==> src/rtl/pwm2_pkg.sv <==
package pwm2_pkg;

  localparam int DIV_W  = 17;
  localparam int CODE_W = 4;

  // Per-channel control group, LSB first: code, enable, level, gate, mode, pulse, bypass
  typedef struct packed {
    logic              bypass;
    logic              pulse;
    logic              mode;
    logic              gate;
    logic              lvl;
    logic              en;
    logic [CODE_W-1:0] code;
  } chan_cfg_t;

  // Prescale divisor for a code; 0 marks an invalid code
  function automatic logic [DIV_W-1:0] code_divisor(input logic [CODE_W-1:0] c);
    logic [DIV_W-1:0] d;
    case (c)
      4'd0:    d = DIV_W'(120);
      4'd1:    d = DIV_W'(180);
      4'd2:    d = DIV_W'(240);
      4'd3:    d = DIV_W'(360);
      4'd4:    d = DIV_W'(480);
      4'd8:    d = DIV_W'(12000);
      4'd9:    d = DIV_W'(24000);
      4'd10:   d = DIV_W'(36000);
      4'd11:   d = DIV_W'(48000);
      4'd12:   d = DIV_W'(72000);
      4'd15:   d = DIV_W'(1);
      default: d = '0;
    endcase
    return d;
  endfunction

endpackage

==> src/rtl/pwm2_regs.sv <==
module pwm2_regs
  import pwm2_pkg::*;
#(
  parameter int NCH    = 2,
  parameter int ADDR_W = 4,
  parameter int DATA_W = 32,
  parameter int GRP    = 15,
  parameter int RDY    = 28
) (
  input  logic                         clk,
  input  logic                         rst_n,
  input  logic                         bus_valid,
  input  logic                         bus_write,
  input  logic [ADDR_W-1:0]            bus_addr,
  input  logic [DATA_W-1:0]            bus_wdata,
  input  logic [NCH-1:0]               pend,
  input  logic [NCH-1:0][DATA_W-1:0]   shadow_word,
  output chan_cfg_t [NCH-1:0]          cfg,
  output logic [NCH-1:0]               pd_wr,
  output logic [DATA_W-1:0]            pd_data,
  output logic [DATA_W-1:0]            bus_rdata
);

  localparam int CFG_W = $bits(chan_cfg_t);

  chan_cfg_t [NCH-1:0] cfg_q, cfg_d;
  logic                ctrl_wr;

  assign ctrl_wr = bus_valid & bus_write & (bus_addr == '0);
  assign pd_data = bus_wdata;

  always_comb begin
    cfg_d = cfg_q;
    for (int ch = 0; ch < NCH; ch++) begin
      cfg_d[ch] = bus_wdata[ch*GRP +: CFG_W];
    end
  end

  always_ff @(posedge clk or negedge rst_n) begin
    if (!rst_n) begin
      cfg_q <= '0;
    end else if (ctrl_wr) begin
      cfg_q <= cfg_d;
    end
  end

  assign cfg = cfg_q;

  for (genvar g = 0; g < NCH; g++) begin : g_pd_dec
    assign pd_wr[g] = bus_valid & bus_write & (bus_addr == ADDR_W'(4 + 4*g));
  end

  always_comb begin
    bus_rdata = '0;
    if (bus_addr == '0) begin
      for (int ch = 0; ch < NCH; ch++) begin
        bus_rdata[ch*GRP +: CFG_W] = cfg_q[ch];
        bus_rdata[RDY + ch]        = pend[ch];
      end
    end
    for (int ch = 0; ch < NCH; ch++) begin
      if (bus_addr == ADDR_W'(4 + 4*ch)) begin
        bus_rdata = shadow_word[ch];
      end
    end
  end

endmodule

==> src/rtl/pwm2_prescale.sv <==
module pwm2_prescale
  import pwm2_pkg::*;
(
  input  logic              clk,
  input  logic              rst_n,
  input  logic              run,
  input  logic [CODE_W-1:0] code,
  output logic              code_ok,
  output logic              tick
);

  logic [DIV_W-1:0] divisor;
  logic [DIV_W-1:0] div_q, div_d;

  assign divisor = code_divisor(code);
  assign code_ok = |divisor;
  assign tick    = run & (div_q == (divisor - DIV_W'(1)));

  always_comb begin
    if (!run) begin
      div_d = '0;
    end else if (tick) begin
      div_d = '0;
    end else begin
      div_d = div_q + DIV_W'(1);
    end
  end

  always_ff @(posedge clk or negedge rst_n) begin
    if (!rst_n) begin
      div_q <= '0;
    end else begin
      div_q <= div_d;
    end
  end

endmodule

==> src/rtl/pwm2_channel.sv <==
module pwm2_channel
  import pwm2_pkg::*;
#(
  parameter int CNT_W = 16
) (
  input  logic                 clk,
  input  logic                 rst_n,
  input  logic [CODE_W-1:0]    code,
  input  logic                 en,
  input  logic                 lvl,
  input  logic                 gate,
  input  logic                 pd_wr,
  input  logic [2*CNT_W-1:0]   pd_data,
  output logic                 wave,
  output logic                 run,
  output logic                 code_ok,
  output logic                 pending,
  output logic [2*CNT_W-1:0]   shadow_word,
  output logic [CNT_W-1:0]     cnt_o,
  output logic [CNT_W-1:0]     duty_o
);

  logic             tick;
  logic             boundary, load, active;
  logic [CNT_W-1:0] sh_prd_q, sh_duty_q, sh_prd_d, sh_duty_d;
  logic [CNT_W-1:0] wk_prd_q, wk_duty_q, wk_prd_d, wk_duty_d;
  logic [CNT_W-1:0] cnt_q, cnt_d;
  logic             pend_q, pend_d;

  assign run = en & gate & code_ok;

  pwm2_prescale u_pre (
    .clk     (clk),
    .rst_n   (rst_n),
    .run     (run),
    .code    (code),
    .code_ok (code_ok),
    .tick    (tick)
  );

  assign boundary = tick & (cnt_q >= wk_prd_q);
  assign load     = pend_q & (boundary | ~run);

  always_comb begin
    sh_prd_d  = sh_prd_q;
    sh_duty_d = sh_duty_q;
    pend_d    = pend_q;
    wk_prd_d  = wk_prd_q;
    wk_duty_d = wk_duty_q;
    cnt_d     = cnt_q;
    if (load) begin
      wk_prd_d  = sh_prd_q;
      wk_duty_d = sh_duty_q;
      pend_d    = 1'b0;
    end
    if (pd_wr) begin
      sh_prd_d  = pd_data[2*CNT_W-1:CNT_W];
      sh_duty_d = pd_data[CNT_W-1:0];
      pend_d    = 1'b1;
    end
    if (tick) begin
      cnt_d = boundary ? '0 : cnt_q + CNT_W'(1);
    end
  end

  always_ff @(posedge clk or negedge rst_n) begin
    if (!rst_n) begin
      sh_prd_q  <= '0;
      sh_duty_q <= '0;
      pend_q    <= 1'b0;
    end else if (pd_wr | load) begin
      sh_prd_q  <= sh_prd_d;
      sh_duty_q <= sh_duty_d;
      pend_q    <= pend_d;
    end
  end

  always_ff @(posedge clk or negedge rst_n) begin
    if (!rst_n) begin
      wk_prd_q  <= '0;
      wk_duty_q <= '0;
    end else if (load) begin
      wk_prd_q  <= wk_prd_d;
      wk_duty_q <= wk_duty_d;
    end
  end

  always_ff @(posedge clk or negedge rst_n) begin
    if (!rst_n) begin
      cnt_q <= '0;
    end else if (tick) begin
      cnt_q <= cnt_d;
    end
  end

  assign active      = cnt_q < wk_duty_q;
  assign wave        = run ? (lvl ? active : ~active) : ~lvl;
  assign pending     = pend_q;
  assign shadow_word = {sh_prd_q, sh_duty_q};
  assign cnt_o       = cnt_q;
  assign duty_o      = wk_duty_q;

endmodule

==> src/rtl/pwm2_ctrl.sv <==
module pwm2_ctrl
  import pwm2_pkg::*;
#(
  parameter int NCH    = 2,
  parameter int CNT_W  = 16,
  parameter int ADDR_W = 4,
  parameter int DATA_W = 32
) (
  input  logic              clk,
  input  logic              rst_n,
  input  logic              bus_valid,
  input  logic              bus_write,
  input  logic [ADDR_W-1:0] bus_addr,
  input  logic [DATA_W-1:0] bus_wdata,
  output logic [DATA_W-1:0] bus_rdata,
  output logic [NCH-1:0]    pwm_out
);

  localparam int PD_W = 2 * CNT_W;

  logic [1:0]                  rst_pipe;
  logic                        rst_sn;
  chan_cfg_t [NCH-1:0]         cfg;
  logic [NCH-1:0]              pd_wr, pend, run, wave, lvl_v, byp_v, ok_v;
  logic [DATA_W-1:0]           pd_data;
  logic [NCH-1:0][DATA_W-1:0]  shw;
  logic [NCH-1:0][CNT_W-1:0]   cnt_v, duty_v;

  // Reset asserts at once, releases on the second clock edge
  always_ff @(posedge clk or negedge rst_n) begin
    if (!rst_n) begin
      rst_pipe <= '0;
    end else begin
      rst_pipe <= {rst_pipe[0], 1'b1};
    end
  end
  assign rst_sn = rst_pipe[1];

  pwm2_regs #(
    .NCH    (NCH),
    .ADDR_W (ADDR_W),
    .DATA_W (DATA_W)
  ) u_regs (
    .clk         (clk),
    .rst_n       (rst_sn),
    .bus_valid   (bus_valid),
    .bus_write   (bus_write),
    .bus_addr    (bus_addr),
    .bus_wdata   (bus_wdata),
    .pend        (pend),
    .shadow_word (shw),
    .cfg         (cfg),
    .pd_wr       (pd_wr),
    .pd_data     (pd_data),
    .bus_rdata   (bus_rdata)
  );

  for (genvar g = 0; g < NCH; g++) begin : g_ch
    logic [PD_W-1:0] sw;

    pwm2_channel #(.CNT_W(CNT_W)) u_ch (
      .clk         (clk),
      .rst_n       (rst_sn),
      .code        (cfg[g].code),
      .en          (cfg[g].en),
      .lvl         (cfg[g].lvl),
      .gate        (cfg[g].gate),
      .pd_wr       (pd_wr[g]),
      .pd_data     (pd_data[PD_W-1:0]),
      .wave        (wave[g]),
      .run         (run[g]),
      .code_ok     (ok_v[g]),
      .pending     (pend[g]),
      .shadow_word (sw),
      .cnt_o       (cnt_v[g]),
      .duty_o      (duty_v[g])
    );

    assign shw[g]     = DATA_W'(sw);
    assign lvl_v[g]   = cfg[g].lvl;
    assign byp_v[g]   = cfg[g].bypass;
    assign pwm_out[g] = cfg[g].bypass ? clk : wave[g];
  end

endmodule

==> config.mk <==
export PLATFORM = sky130hd
export DESIGN_NAME = pwm2_ctrl
export DESIGN_NICKNAME = d
export VERILOG_FILES = /design/src/rtl/pwm2_pkg.sv /design/src/rtl/pwm2_regs.sv /design/src/rtl/pwm2_prescale.sv /design/src/rtl/pwm2_channel.sv /design/src/rtl/pwm2_ctrl.sv
export SDC_FILE = /design/constraint.sdc
export NUM_CORES = 1
export LEC_CHECK = 0
export ABC_AREA = 1
export BUFFER_PORTS_ARGS = -buffer_cell sky130_fd_sc_hd__buf_2
export CAP_MARGIN = 20
export CORE_ASPECT_RATIO = 1.25
export CORE_UTILIZATION = 56
export CTS_BUF_LIST = sky130_fd_sc_hd__clkbuf_16
export DETAILED_ROUTE_END_ITERATION = 10
export PLACE_DENSITY = 0.77
export SLEW_MARGIN = 20
export SYNTH_ARGS = -nofsm -noshare
export SYNTH_HDL_FRONTEND = slang
export SYNTH_SLANG_ARGS = --single-unit
==> constraint.sdc <==
create_clock -name clk -period 7 [get_ports clk]
set_input_delay 1.75 -clock clk [delete_from_list [all_inputs] [get_ports clk]]
set_output_delay 1.75 -clock clk [all_outputs]
set_load 0.005 [all_outputs]
Word level (Yosys, flattened, before mapping)
Memory sizes are Yosys's and may differ from the RTL's.
Cells that the tools add are included.
{"block": "classes", "magnitude_cmp": 4, "mux": 21, "div_mod_pow": 0, "shift": 0, "addsub": 6, "n_eq_ne": 4, "n_reduce_logical": 9, "bitwise_logic": 24, "multipliers": 0}
{"cell": "two-way mux 17 bit", "n": 4}
{"cell": "two-way mux 32 bit", "n": 2}
{"cell": "adder 17 x 1 -> 17 bit (second input constant)", "n": 2}
{"cell": "== test 17 bit", "n": 2}
{"cell": "OR reduction 17 bit", "n": 2}
{"cell": "subtractor 17 x 1 -> 17 bit (second input constant)", "n": 2}
{"cell": "adder 16 x 1 -> 16 bit (second input constant)", "n": 2}
{"cell": "greater-or-equal comparator 16 bit", "n": 2}
{"cell": "less-than comparator 16 bit", "n": 2}
{"cell": "two-way mux 16 bit", "n": 2}
{"cell": "two-way mux 10 bit", "n": 2}
{"cell": "AND 1 bit", "n": 14}
{"cell": "two-way mux 1 bit", "n": 10}
{"cell": "AND reduction 2 bit", "n": 4}
{"cell": "inverter 1 bit", "n": 6}
{"cell": "== test 4 x 3 -> 1 bit (second input constant)", "n": 1}
{"cell": "== test 4 bit (second input constant)", "n": 1}
{"cell": "logical NOT 4 bit", "n": 1}
{"cell": "bitwise OR 1 bit", "n": 4}
{"cell": "nonzero test 2 bit", "n": 2}
{"cell": "two-way mux 2 bit", "n": 1}
{"block": "totals", "word_cells": 99, "ram_bits": 0, "latchBits": 0, "memories": 2, "output_inout_bits": 34, "input_bits": 40, "regBits": 218, "rom_bits": 512}
{"name": "(name not given)", "words": 16, "word_bits": 16, "rd": 1, "rd_clocked_by_memory_dff": 0, "write_ports": 0, "line": "pwm2_pkg.sv:20", "text": "case (c)"}
{"name": "(name not given)", "words": 16, "word_bits": 16, "rd": 1, "rd_clocked_by_memory_dff": 0, "write_ports": 0, "line": "pwm2_pkg.sv:20"}

Longest topological paths before layout
Gate-level depths: netlist of run 1.
An unclocked memory read counts as a cell.
{"block": "logic_depth", "word_depth": 9, "depth_mapped": 21}

Cells and area by module
Synthesis of run 1 repeated with hierarchy kept, for this count alone.
{"block": "hier_totals", "cells_unflattened": 1815, "hier_area_um2": 13728.2}
{"mod": "pwm2_channel", "n_inst": 2, "cells_each": 516, "seq_area_each_um2": 2026.9, "area_per_inst_um2": 4192.8}
{"mod": "pwm2_prescale", "n_inst": 2, "cells_each": 252, "seq_area_each_um2": 425.4, "area_per_inst_um2": 1729.2}
{"mod": "pwm2_regs", "n_inst": 1, "cells_each": 268, "seq_area_each_um2": 500.5, "area_per_inst_um2": 1800.5}
{"mod": "pwm2_ctrl", "n_inst": 1, "cells_each": 11, "seq_area_each_um2": 50.0, "area_per_inst_um2": 83.8}

==> results.md, run 1 <==
- H-tree depth: 1
- WP data arrival: between 4 and 5 ns
- Grt ovf: 0
- Static Leak: ~7.5 nW
- Max-slew headroom: 36.6%
- CP required: approximately 5.3 ns
- Routability cong.: 0.909
- CTS tree: built
- Most common flop cell mapped by yosys: dfrtp_1
- Crit end category: primary output
- Ports: 74
- Num CTS Buffers: 24
- Mapped cell area: 0.0131 sq mm
- Reg power frac: a little over two fifths
- Hold Buf Count CTS: 0
- Initial antenna violation count: 0
- Via count: between 10,000 and 15,000
- Post_cts resized: 0
- CP Cell Sequence: clkbuf_16 > clkbuf_16 > clkbuf_16 > inv_1 > o21ai_0 > buf_2
- Placed standard-cell area: 0.0136 sq mm
- Yosys warning total: 0
- VDD IR max: 0.000209 V
- Skew final: between 0.015 and 0.02 ns
- Skew-Pair Late Insertion Delay: roughly 0.53 ns
- Final layout net count: 1,910
- Async SR Flop Fraction: between 90% and 100%
- DR iter-0 viols: around 600
- DP Worst Slack: between 1.5 and 2 ns
- DIE AREA: 0.0241 sq mm
- CP endpoint: pwm_out[0]
- Fin util: 63.1%
- Vias/cell: about 5.5
- R2r startpoint: u_regs.cfg[10]
- RSZ-0062 raised after global routing: false
- Final instance area: around 0.014 sq mm
- Clock group share of total power: between 30% and 40%
- Actual slew at the worst max-slew pin: between 0.9 and 1 ns
- Pwr/cell area: ~250 mW/mm^2
- Flop2flop setup slack: between 3 and 4 ns
- Final max-slew violation count: 0
- Antenna cells: 0
- Clk root buf: clkbuf_16
- Reg-to-Reg End: g_ch[1].u_ch.cnt_o[7]
- Worst-path maximum fanout: 14
- Die Y: about 170 um
- Synth cell types: 44
- Final setup vio count: 0
- Violated checks: DRC
- Max-cap violations: 0
- Hold_sp: rst_pipe[0]
- First-pass GRT wire length: between 50 and 60 mm
- Layout cell share with drive strength beyond 1: under 10%
- Residual DRC: 1
- Register area share after synthesis: between 40% and 50%
- Sw frac: 31.8%
- Synthesized instance count: ~1,700
- Post-Layout Cell Count: 2,100
- Syn_nets: roughly 1,900
- Most frequent CP cell: clkbuf_16
- Placed cell count: between 2,000 and 2,500
- Total Wirelength: approximately 33 mm
- HPWL after DPL: approximately 25 mm
- Die W: about 140 um
- 1st-pass router iterations: 8
- Post-Route Setup TNS: 0 ns
- Initial core utilization: 57.2%
- Setup Buffers After CTS: 0
- Final hold slack: around 0.35 ns
- Avg WL per Cell: approximately 16 um
- Post-synth EDFFs: 0
- Crit Path Category: clk2out
- R2r worst-path depth: 17
- Crit start category: clock port
- Max stage delay on crit path: 0.20 ns
- Vias in the first global route: 11,300
- Run status: complete, but fails checks
- Worst Setup SP: clk
- Final Hold Viols: 0
- Post-route setup slack: slightly below 0.9 ns
- I/O Buffers: between 70 and 80
- Hold crit path type: reg2reg
- Row cnt: between 60 and 70
- Syn_area_per_cell: roughly 7.5 sq um
- Post-route ant nets: 0
- Pint: ~2.5 mW
- Synth-to-Final Area Change: 10.4%
- Tot Pwr: 3.64 mW
- Reg clk slew, reported paths: around 0.050 ns
- Combinational share of power: roughly a fifth
- Sw power: around 1.2 mW
- Pin count of the biggest net entering global routing: 75
- Overall Global Routing Usage: ~29%
- Placeable Area: between 0.02 and 0.025 sq mm
- Critical-path top delay cell: clkbuf_16
- Synth Register Bits: 218
- Clock tree buffer depth: 3
[critical path, delay by kind of cell]
family	cells	cell delay, ns
AOI/OAI and AO/OA	1	0.13
buffers and inverters	5	0.73
[flip-flops by register name (all words and copies together), names as in the netlist]
register and cells:
g_ch.u_ch.cnt_o 32, g_ch.u_ch.duty_o 32, g_ch.u_ch.pending 2, g_ch.u_ch.sh_duty_q 32, g_ch.u_ch.sh_prd_q 32, g_ch.u_ch.u_pre.div_q 34
g_ch.u_ch.wk_prd_q 32, rst_pipe 2, u_regs.cfg 20
[synthesized netlist by cell type, types with 2 or more instances]
master,n,area [sq um]
nand2_1,526,1970
inv_1,227,852
dfrtp_1,218,5460
nand3_1,166,831
nor2_1,116,435
o21ai_0,113,566
ha_1,74,926
xor2_1,41,359
a21oi_1,39,195
clkbuf_1,32,120
nor3_1,29,145
nand4_1,18,113
o211ai_1,15,113
buf_6,11,124
xnor2_1,11,96.3
a22o_1,10,87.6
nand2_2,10,62.6
nor3b_1,9,67.6
buf_2,8,40.0
nand3b_1,8,60.1
buf_4,5,37.5
inv_2,5,18.8
nand2_4,5,56.3
nand3_2,5,50.1
nor2_4,5,56.3
nor4_1,5,31.3
o21ai_1,5,25.0
a31oi_1,4,25.0
nor2_2,4,25.0
a211oi_1,2,15.0
nand3_4,2,35.0
o21bai_1,2,15.0
[power groups by stage]
stage | Clock, mW | Combinational, mW | Sequential (mW)
5_1_grt | 1.46 | 0.824 | 1.56
3_3_place_gp | 0.00921 | 0.690 | 1.56
2_1_floorplan | 0.00544 | 0.551 | 1.51
4_1_cts | 1.40 | 0.718 | 1.54
6_report | 1.38 | 0.713 | 1.55
3_5_place_dp | 0.00921 | 0.711 | 1.56
[worst min path at each step]
stage / end / slack, ns / cells past startpoint
after floorplan: rst_pipe[1] / 0.33 / 0
after global placement: rst_pipe[1] / 0.34 / 0
after detailed placement: rst_pipe[1] / 0.34 / 0
after CTS: rst_pipe[1] / 0.35 / 0
after global routing: rst_pipe[1] / 0.35 / 0
final: rst_pipe[1] / 0.35 / 0
[placed cells by master, fill, tap and decap left out, types with 11 or more instances in the layout]
cell       synthesis  routed
nor2_1           116     116
buf_2              8      74
nor3_1            29      28
dfrtp_1          218     217
nand2_1          526     524
xor2_1            41      41
ha_1              74      74
inv_1            227     230
nand4_1           18      18
o211ai_1          15      15
o21ai_0          113     113
clkbuf_16          0      29
nand3_1          166     166
a21oi_1           39      39
xnor2_1           11      11
[final cells by class]
cell class	count	area [sq um]
Clock buffer	31	736
Timing Repair Buffer	81	428
Tap cell	288	360
Fill cell	2011	8470
Multi-Input combinational cell	1234	6490
Sequential cell	218	5460
Inverter	233	877
Clock inverter	15	143
[layer usage]
metal | part of all wire [%] | GRT usage (%) | vias to the layer above
met4 | 3.5 | 11.6 | 0
met3 | 5.0 | 3.52 | 82
li1 | - | - | 5668
met2 | 50 | 51.0 | 261
met5 | 0 | 0 | -
met1 | 41 | 35.3 | 5490
[logic make-up after synthesis]
group	count (synthesis)	share of synthesized area, %
simple gates	913	30.5
other cells	1	0.0286
flops	218	41.5
xor+xnor	52	3.47
compound gates	194	8.23
fa+ha+maj	74	7.05
buf+inv	290	9.16
No activity file was read; power rests on OpenSTA's default activity.
==> inputs of run 2 (changes only) <==
--- a/config.mk
+++ b/config.mk
@@ -9,10 +9,11 @@
 export BUFFER_PORTS_ARGS = -buffer_cell sky130_fd_sc_hd__buf_2
 export CAP_MARGIN = 20
 export CORE_ASPECT_RATIO = 1.25
-export CORE_UTILIZATION = 56
+export CORE_UTILIZATION = 60
 export CTS_BUF_LIST = sky130_fd_sc_hd__clkbuf_16
+export CTS_CLUSTER_DIAMETER = 120
 export DETAILED_ROUTE_END_ITERATION = 10
-export PLACE_DENSITY = 0.77
+export PLACE_DENSITY = 0.79
 export SLEW_MARGIN = 20
 export SYNTH_ARGS = -nofsm -noshare
 export SYNTH_HDL_FRONTEND = slang
==> constraint.sdc (replaced) <==
create_clock -name clk -period 5.7 [get_ports clk]
set_input_delay 1.425 -clock clk [delete_from_list [all_inputs] [get_ports clk]]
set_output_delay 1.425 -clock clk [all_outputs]
set_load 0.005 [all_outputs]
==> results.md, run 2 (same netlist as run 1, synthesis figures left out) <==
- Die Y: 167 um (-3.4%)
- Commonest non-fill, non-tap cell in the layout: nand2_1
- Synth-to-Final Area Change: 10.2%
- Vias in the first global route: 11,100 (-1.8%)
- Max-cap violations: 0 (unchanged)
- Clk root buf: clkbuf_16
- Hold crit path type: reg2reg
- Post-route setup slack: 0.548 ns (-0.323 ns)
- Actual slew at the worst max-slew pin: 0.932 ns (-0.0184 ns)
- Flop2flop setup slack: 2.21 ns (-1.17 ns)
- Hold Buf Count CTS: 0 (unchanged)
- Max stage delay on crit path: 0.20 ns (about the same)
- Vias/cell: 5.55 (+1.4%)
- DR iter-0 viols: 803 (+35%)
- Static Leak: 7.52 nW (-0.37%)
- VDD IR max: 0.000272 V (+30%)
- Row cnt: 60 (-3.2%)
- Final layout net count: 1,908 (-0.10%)
- Antenna cells: 0 (unchanged)
- CP required: 4.28 ns (-0.97 ns)
- Register Area: 0.00546 sq mm (unchanged)
- First-pass GRT wire length: 53.6 mm (-3.3%)
- Post-route ant nets: 0 (unchanged)
- Post_cts resized: 0 (unchanged)
- Final instance area: 0.0145 sq mm (-0.20%)
- Pin count of the biggest net entering global routing: 150 (+100%)
- Crit start category: clock port
- Final Hold Viols: 0 (unchanged)
- WP data arrival: 3.73 ns (-0.65 ns)
- Crit end category: primary output
- Total Wirelength: 32.4 mm (-3.0%)
- CTS tree: built
- Initial core utilization: 61.2% (+4.0 points)
- 1st-pass router iterations: 6 (-2)
- Placeable Area: 0.0215 sq mm (-6.5%)
- Largest delay share family, worst path: buffers and inverters
- Initial antenna violation count: 0 (unchanged)
- Avg WL per Cell: 15.5 um (-2.5%)
- Residual DRC: 0 (-1)
- Final max-slew violation count: 0 (unchanged)
- Skew-Pair Late Insertion Delay: 0.52 ns (about the same)
- Area of the multi-input gates: 0.00649 sq mm (unchanged)
- Final setup vio count: 0 (unchanged)
- # fillers: 1,845 (-8.3%)
- Post-Route Setup TNS: 0 ns (unchanged)
- DP Worst Slack: 1.21 ns (-0.325 ns)
- Max-slew headroom: 37.8% (+1.2 points)
- Die W: 134 um (-3.3%)
- RSZ-0062 raised after global routing: false
- H-tree depth: 1 (unchanged)
- I/O Buffers: 73 (unchanged)
- Routability cong.: 0.941 (+3.5%)
- Layout cell share with drive strength beyond 1: 9.01% (-0.16 points)
- CP Cell Sequence: clkbuf_16 > clkbuf_16 > clkbuf_16 > inv_1 > o21ai_0 > buf_2
- Run status: finished, final reports clean
- Skew final: 0.00921 ns (-0.00989 ns)
- Critical-path top delay cell: clkbuf_16
- Tot Pwr: 4.46 mW (+22%)
- Worst path bufs/invs: 5 (unchanged)
- Num CTS Buffers: 24 (unchanged)
- Setup Buffers After CTS: 0 (unchanged)
- Largest Register: g_ch.u_ch.u_pre.div_q
- Clock tree buffer depth: 3 (unchanged)
- Crit Path Category: clk2out
- Grt ovf: 0 (unchanged)
- Overall Global Routing Usage: 29.8% (+1.1 points)
- Most frequent CP cell: clkbuf_16
- Via count: 11,600 (+0.88%)
- Reg clk slew, reported paths: 0.06 ns (about the same)
- Ports: 74 (unchanged)
- Max reg flops: 34 (unchanged)
- HPWL after DPL: 23.4 mm (-5.0%)
- Placed standard-cell area: 0.0136 sq mm (about the same)
- Commonest cells after routing, fill and taps aside: nand2_1, inv_1, dfrtp_1
- Pwr/cell area: 308 mW/mm^2 (+22%)
- DIE AREA: 0.0225 sq mm (-6.6%)
- Worst-path maximum fanout: 12 (-2)
## run 2: changes by cell type in the layout (fill, tap and decap cells not counted), moves of 2 or more
cell	before	now
buf_4	9	7
bufinv_16	3	5
inv_4	3	1
inv_2	7	5
clkinv_1	3	5
inv_6	0	2
clkbuf_16	29	25
## run 2: report_power, final
group	switching [mW]	leakage [nW]	internal, mW
clock	0.655	0.435	1.03
sequential	0.189	2.86	1.72
combinational	0.571	4.22	0.297
total	1.41	7.52	3.04
## run 2: worst reg2reg max path: cells and delay by family, from the launching register on
| kind | cells | cell delay, ns |
|---|---|---|
| simple gates | 13 | 2.00 |
| buf+inv | 3 | 0.72 |
| flops | 1 | 0.45 |
| fa+ha+maj | 1 | 0.21 |
## run 2: area by class of cell
| class | count | area share [%] |
|---|---|---|
| multi-input combinational | 1234 | 44.9 |
| sequential | 218 | 37.7 |
| inverter | 233 | 6.06 |
| clock buffer | 27 | 4.39 |
| timing repair buffer | 79 | 2.96 |
| tap | 279 | 2.41 |
| clock inverter | 19 | 1.56 |
## run 2: path summary, 6_finish.rpt
check	start	to	cells past startpoint
max reg2reg	u_regs.cfg[10]	g_ch[1].u_ch.cnt_o[9]	17
min reg2reg	rst_pipe[0]	rst_pipe[1]	0
min	rst_pipe[0]	rst_pipe[1]	0
max in group asynchronous	rst_pipe[1]	g_ch[0].u_ch.wk_prd_q[14]	1
max	clk	pwm_out[0]	6
min in group asynchronous	rst_pipe[1]	g_ch[0].u_ch.u_pre.div_q[1]	0
## run 2: per-stage QoR
| step | instances | utilization, % | hold slack (ns) |
|---|---|---|---|
| CTS | 2089 | 67.3 | 0.350 |
| floorplan | 1742 | - | 0.331 |
| finish | 2089 | 67.4 | 0.348 |
| global placement | 2046 | 63.4 | 0.336 |
| detailed placement | 2046 | 63.4 | 0.336 |
| global route | 2089 | 67.4 | 0.359 |
## run 2: metal layers
metal | up-vias | share of wire (%) | global-route usage (%)
met5 | - | 0 | 0
met3 | 82 | 5.1 | 3.51
met1 | 5508 | 41 | 37.4
li1 | 5684 | - | -
met4 | 0 | 3.1 | 10.3
met2 | 328 | 50 | 53.0
==> inputs of run 3 (changes only) <==
--- a/config.mk
+++ b/config.mk
@@ -5,10 +5,8 @@
 export SDC_FILE = /design/constraint.sdc
 export NUM_CORES = 1
 export LEC_CHECK = 0
-export ABC_AREA = 1
 export BUFFER_PORTS_ARGS = -buffer_cell sky130_fd_sc_hd__buf_2
 export CAP_MARGIN = 20
-export CORE_ASPECT_RATIO = 1.25
 export CORE_UTILIZATION = 60
 export CTS_BUF_LIST = sky130_fd_sc_hd__clkbuf_16
 export CTS_CLUSTER_DIAMETER = 120
==> results.md, run 3 <==
- Grt ovf: 0 (unchanged)
- Total Wirelength: 32.5 mm (+0.36%)
- Register area share after synthesis: 42.1% (+0.53 points)
- Die W: 149 um (+11%)
- I/O Buffers: 73 (unchanged)
- CP required: 4.28 ns (about the same)
- Static Leak: 6.51 nW (-13%)
- Synth area leader: dfrtp_1
- Placed cell count: 1,616 (-21%)
- # fillers: 1,625 (-12%)
- Row cnt: 53 (-12%)
- RSZ-0062 raised after global routing: false
- Post-Route Setup TNS: 0 ns (unchanged)
- Setup Buffers After CTS: 0 (unchanged)
- Routability cong.: 0.907 (-3.6%)
- Largest Register: g_ch.u_ch.u_pre.div_q
- Final layout net count: 1,486 (-22%)
- Max reg flops: 34 (unchanged)
- DIE AREA: 0.0222 sq mm (-1.3%)
- Post_cts resized: 0 (unchanged)
- VDD IR max: 0.000253 V (-7.1%)
- Commonest non-fill, non-tap cell in the layout: dfrtp_1
- Post-synth top area share: 42.1% (+0.53 points)
- Hold Buf Count CTS: 0 (unchanged)
- Initial core utilization: 61.5% (+0.33 points)
- Overall Global Routing Usage: 30.0% (+0.20 points)
- Yosys warning total: 0 (unchanged)
- Syn_area_per_cell: 9.67 sq um (+28%)
- Final worst path period share: roughly nine tenths
- FMAX: 197 MHz
- Flop2flop setup slack: 1.51 ns (-0.70 ns)
- Ports: 74 (unchanged)
- Skew-Pair Late Insertion Delay: 0.63 ns (+0.11 ns)
- Initial antenna violation count: 0 (unchanged)
- Antenna cells: 0 (unchanged)
- Reg clk slew, reported paths: 0.06 ns (about the same)
- Skew final: 0.0125 ns (+0.00331 ns)
- Fin util: 68.5% (+1.1 points)
- Worst-path maximum fanout: 12 (unchanged)
- Final max-slew violation count: 0 (unchanged)
- Tmin final: between 5 and 6 ns
- Syn_nets: 1,455 (-22%)
- First-pass GRT wire length: 53.2 mm (-0.75%)
- Synth-to-Final Area Change: 11.3%
- Final setup vio count: 0 (unchanged)
- DR iter-0 viols: 871 (+8.5%)
- Final Hold Viols: 0 (unchanged)
- Register Area: 0.00546 sq mm (about the same)
- Synth top cells by count: dfrtp_1, nand2_1, mux2_2
- Mapped cell area: 0.0130 sq mm (-1.3%)
- Synth Register Bits: 218 (unchanged)
- Crit Path Category: reg2out
- Pwr/cell area: 353 mW/mm^2 (+15%)
- Crit start category: flop
- Most common flop cell mapped by yosys: dfrtp_1
- 1st-pass router iterations: 5 (-1)
- Placeable Area: 0.0211 sq mm (-1.8%)
- WP data arrival: 3.64 ns (-0.09 ns)
- Residual DRC: 0 (unchanged)
- Pin count of the biggest net entering global routing: 112 (-25%)
- Actual slew at the worst max-slew pin: 0.973 ns (+0.0406 ns)
- CTS tree: built
- Vias in the first global route: 10,200 (-7.7%)
- Run status: finished, final reports clean
- Synthesized instance count: 1,341 (-23%)
- Post-route ant nets: 0 (unchanged)
- Hold crit path type: reg2reg
- Post-synth EDFFs: 0 (unchanged)
- Die Y: 149 um (-11%)
- Area of the multi-input gates: 0.00691 sq mm (+6.3%)
- HPWL after DPL: 21.9 mm (-6.5%)
- Layout cell share with drive strength beyond 1: 19.1% (+10 points)
- Most frequent cell after synthesis: dfrtp_1
- Via count: 10,600 (-8.3%)
- Ranking of synthesized cells by area: dfrtp_1, mux2_2, ha_1
- Commonest cells after routing, fill and taps aside: dfrtp_1, nand2_1, mux2_2
- Post-Layout Cell Count: 1,665 (-20%)
- Async SR Flop Fraction: 100% (unchanged)
- Crit end category: primary output
- Vias/cell: 6.39 (+15%)
- Max-slew headroom: 35.1% (-2.7 points)
- Avg WL per Cell: 19.5 um (+26%)
- Max-cap violations: 0 (unchanged)
- Synth cell types: 69 (+57%)
## run 3: changes by cell type after synthesis, moves of 23 or more
cell / delta
a21o_1: +28
nand2_1: -401
clkbuf_1: +37
nand3_1: -101
o311ai_0: +32
mux2_2: +113
nor2_1: -50
nand2b_1: +23
o21ai_0: -44
a31oi_1: +37
inv_1: -153
a22oi_1: +23
o22ai_1: +34
## run 3: stage by stage
stage	hold WS (ns)	setup slack (ns)	cell area [sq um]	power, mW
CTS	0.356	0.579	14400	5.11
global route	0.374	0.177	14400	5.35
finish	0.354	0.631	14400	5.10
floorplan	0.331	1.29	13000	2.89
detailed placement	0.343	1.18	13500	3.24
global placement	0.338	1.18	13500	3.18
## run 3: layer usage
layer	part of all wire [%]	track usage [%]	vias up
met5	0	0	-
met4	2.8	10.3	0
met3	5.5	3.85	54
met2	47	48.5	349
met1	44	41.8	5250
li1	-	-	4982
## run 3: worst paths after layout
kind,start,cells past startpoint,end
setup / recovery,u_regs.cfg[0],9,pwm_out[0]
hold / removal,rst_pipe[0],0,rst_pipe[1]
setup reg to reg,u_regs.cfg[0],10,g_ch[0].u_ch.u_pre.div_q[16]
hold reg to reg,rst_pipe[0],0,rst_pipe[1]
max in group asynchronous,rst_pipe[1],1,g_ch[0].u_ch.pending
min in group asynchronous,rst_pipe[1],0,g_ch[0].u_ch.sh_prd_q[0]
## run 3: worst max-delay path, stage by stage (launching register included)
cell	delay (ns)
dfrtp_1	0.54
inv_1	0.19
ha_1	0.30
nand2b_1	0.23
a2bb2oi_1	0.28
a21oi_2	0.15
a2111oi_0	0.67
o21ai_0	0.21
nor3_1	0.28
buf_2	0.17
## run 3: kinds of logic after synthesis
group / count (synthesis) / synth area share (%)
xor gates and xnor gates: 47 / 3.17
adders and majority gates: 74 / 7.14
and+or+nand+nor: 396 / 15.3
other: 1 / 0.0289
muxes: 116 / 10.0
DFF: 218 / 42.1
AOI/OAI and AO/OA: 330 / 17.3
buffers and inverters: 159 / 4.91
## run 3: final cells by class
cell class	count	share of cell area (%)
timing repair buffer	83	3.26
multi-input combinational	964	47.8
clock buffer	31	5.10
clock inverter	20	1.68
tap	275	2.38
inverter	74	1.92
sequential	218	37.8
## run 3: power breakdown
group / internal (mW) / switching (mW)
Sequential: 1.79 / 0.285
Combinational: 0.538 / 0.620
Clock: 1.16 / 0.709
Total: 3.48 / 1.61
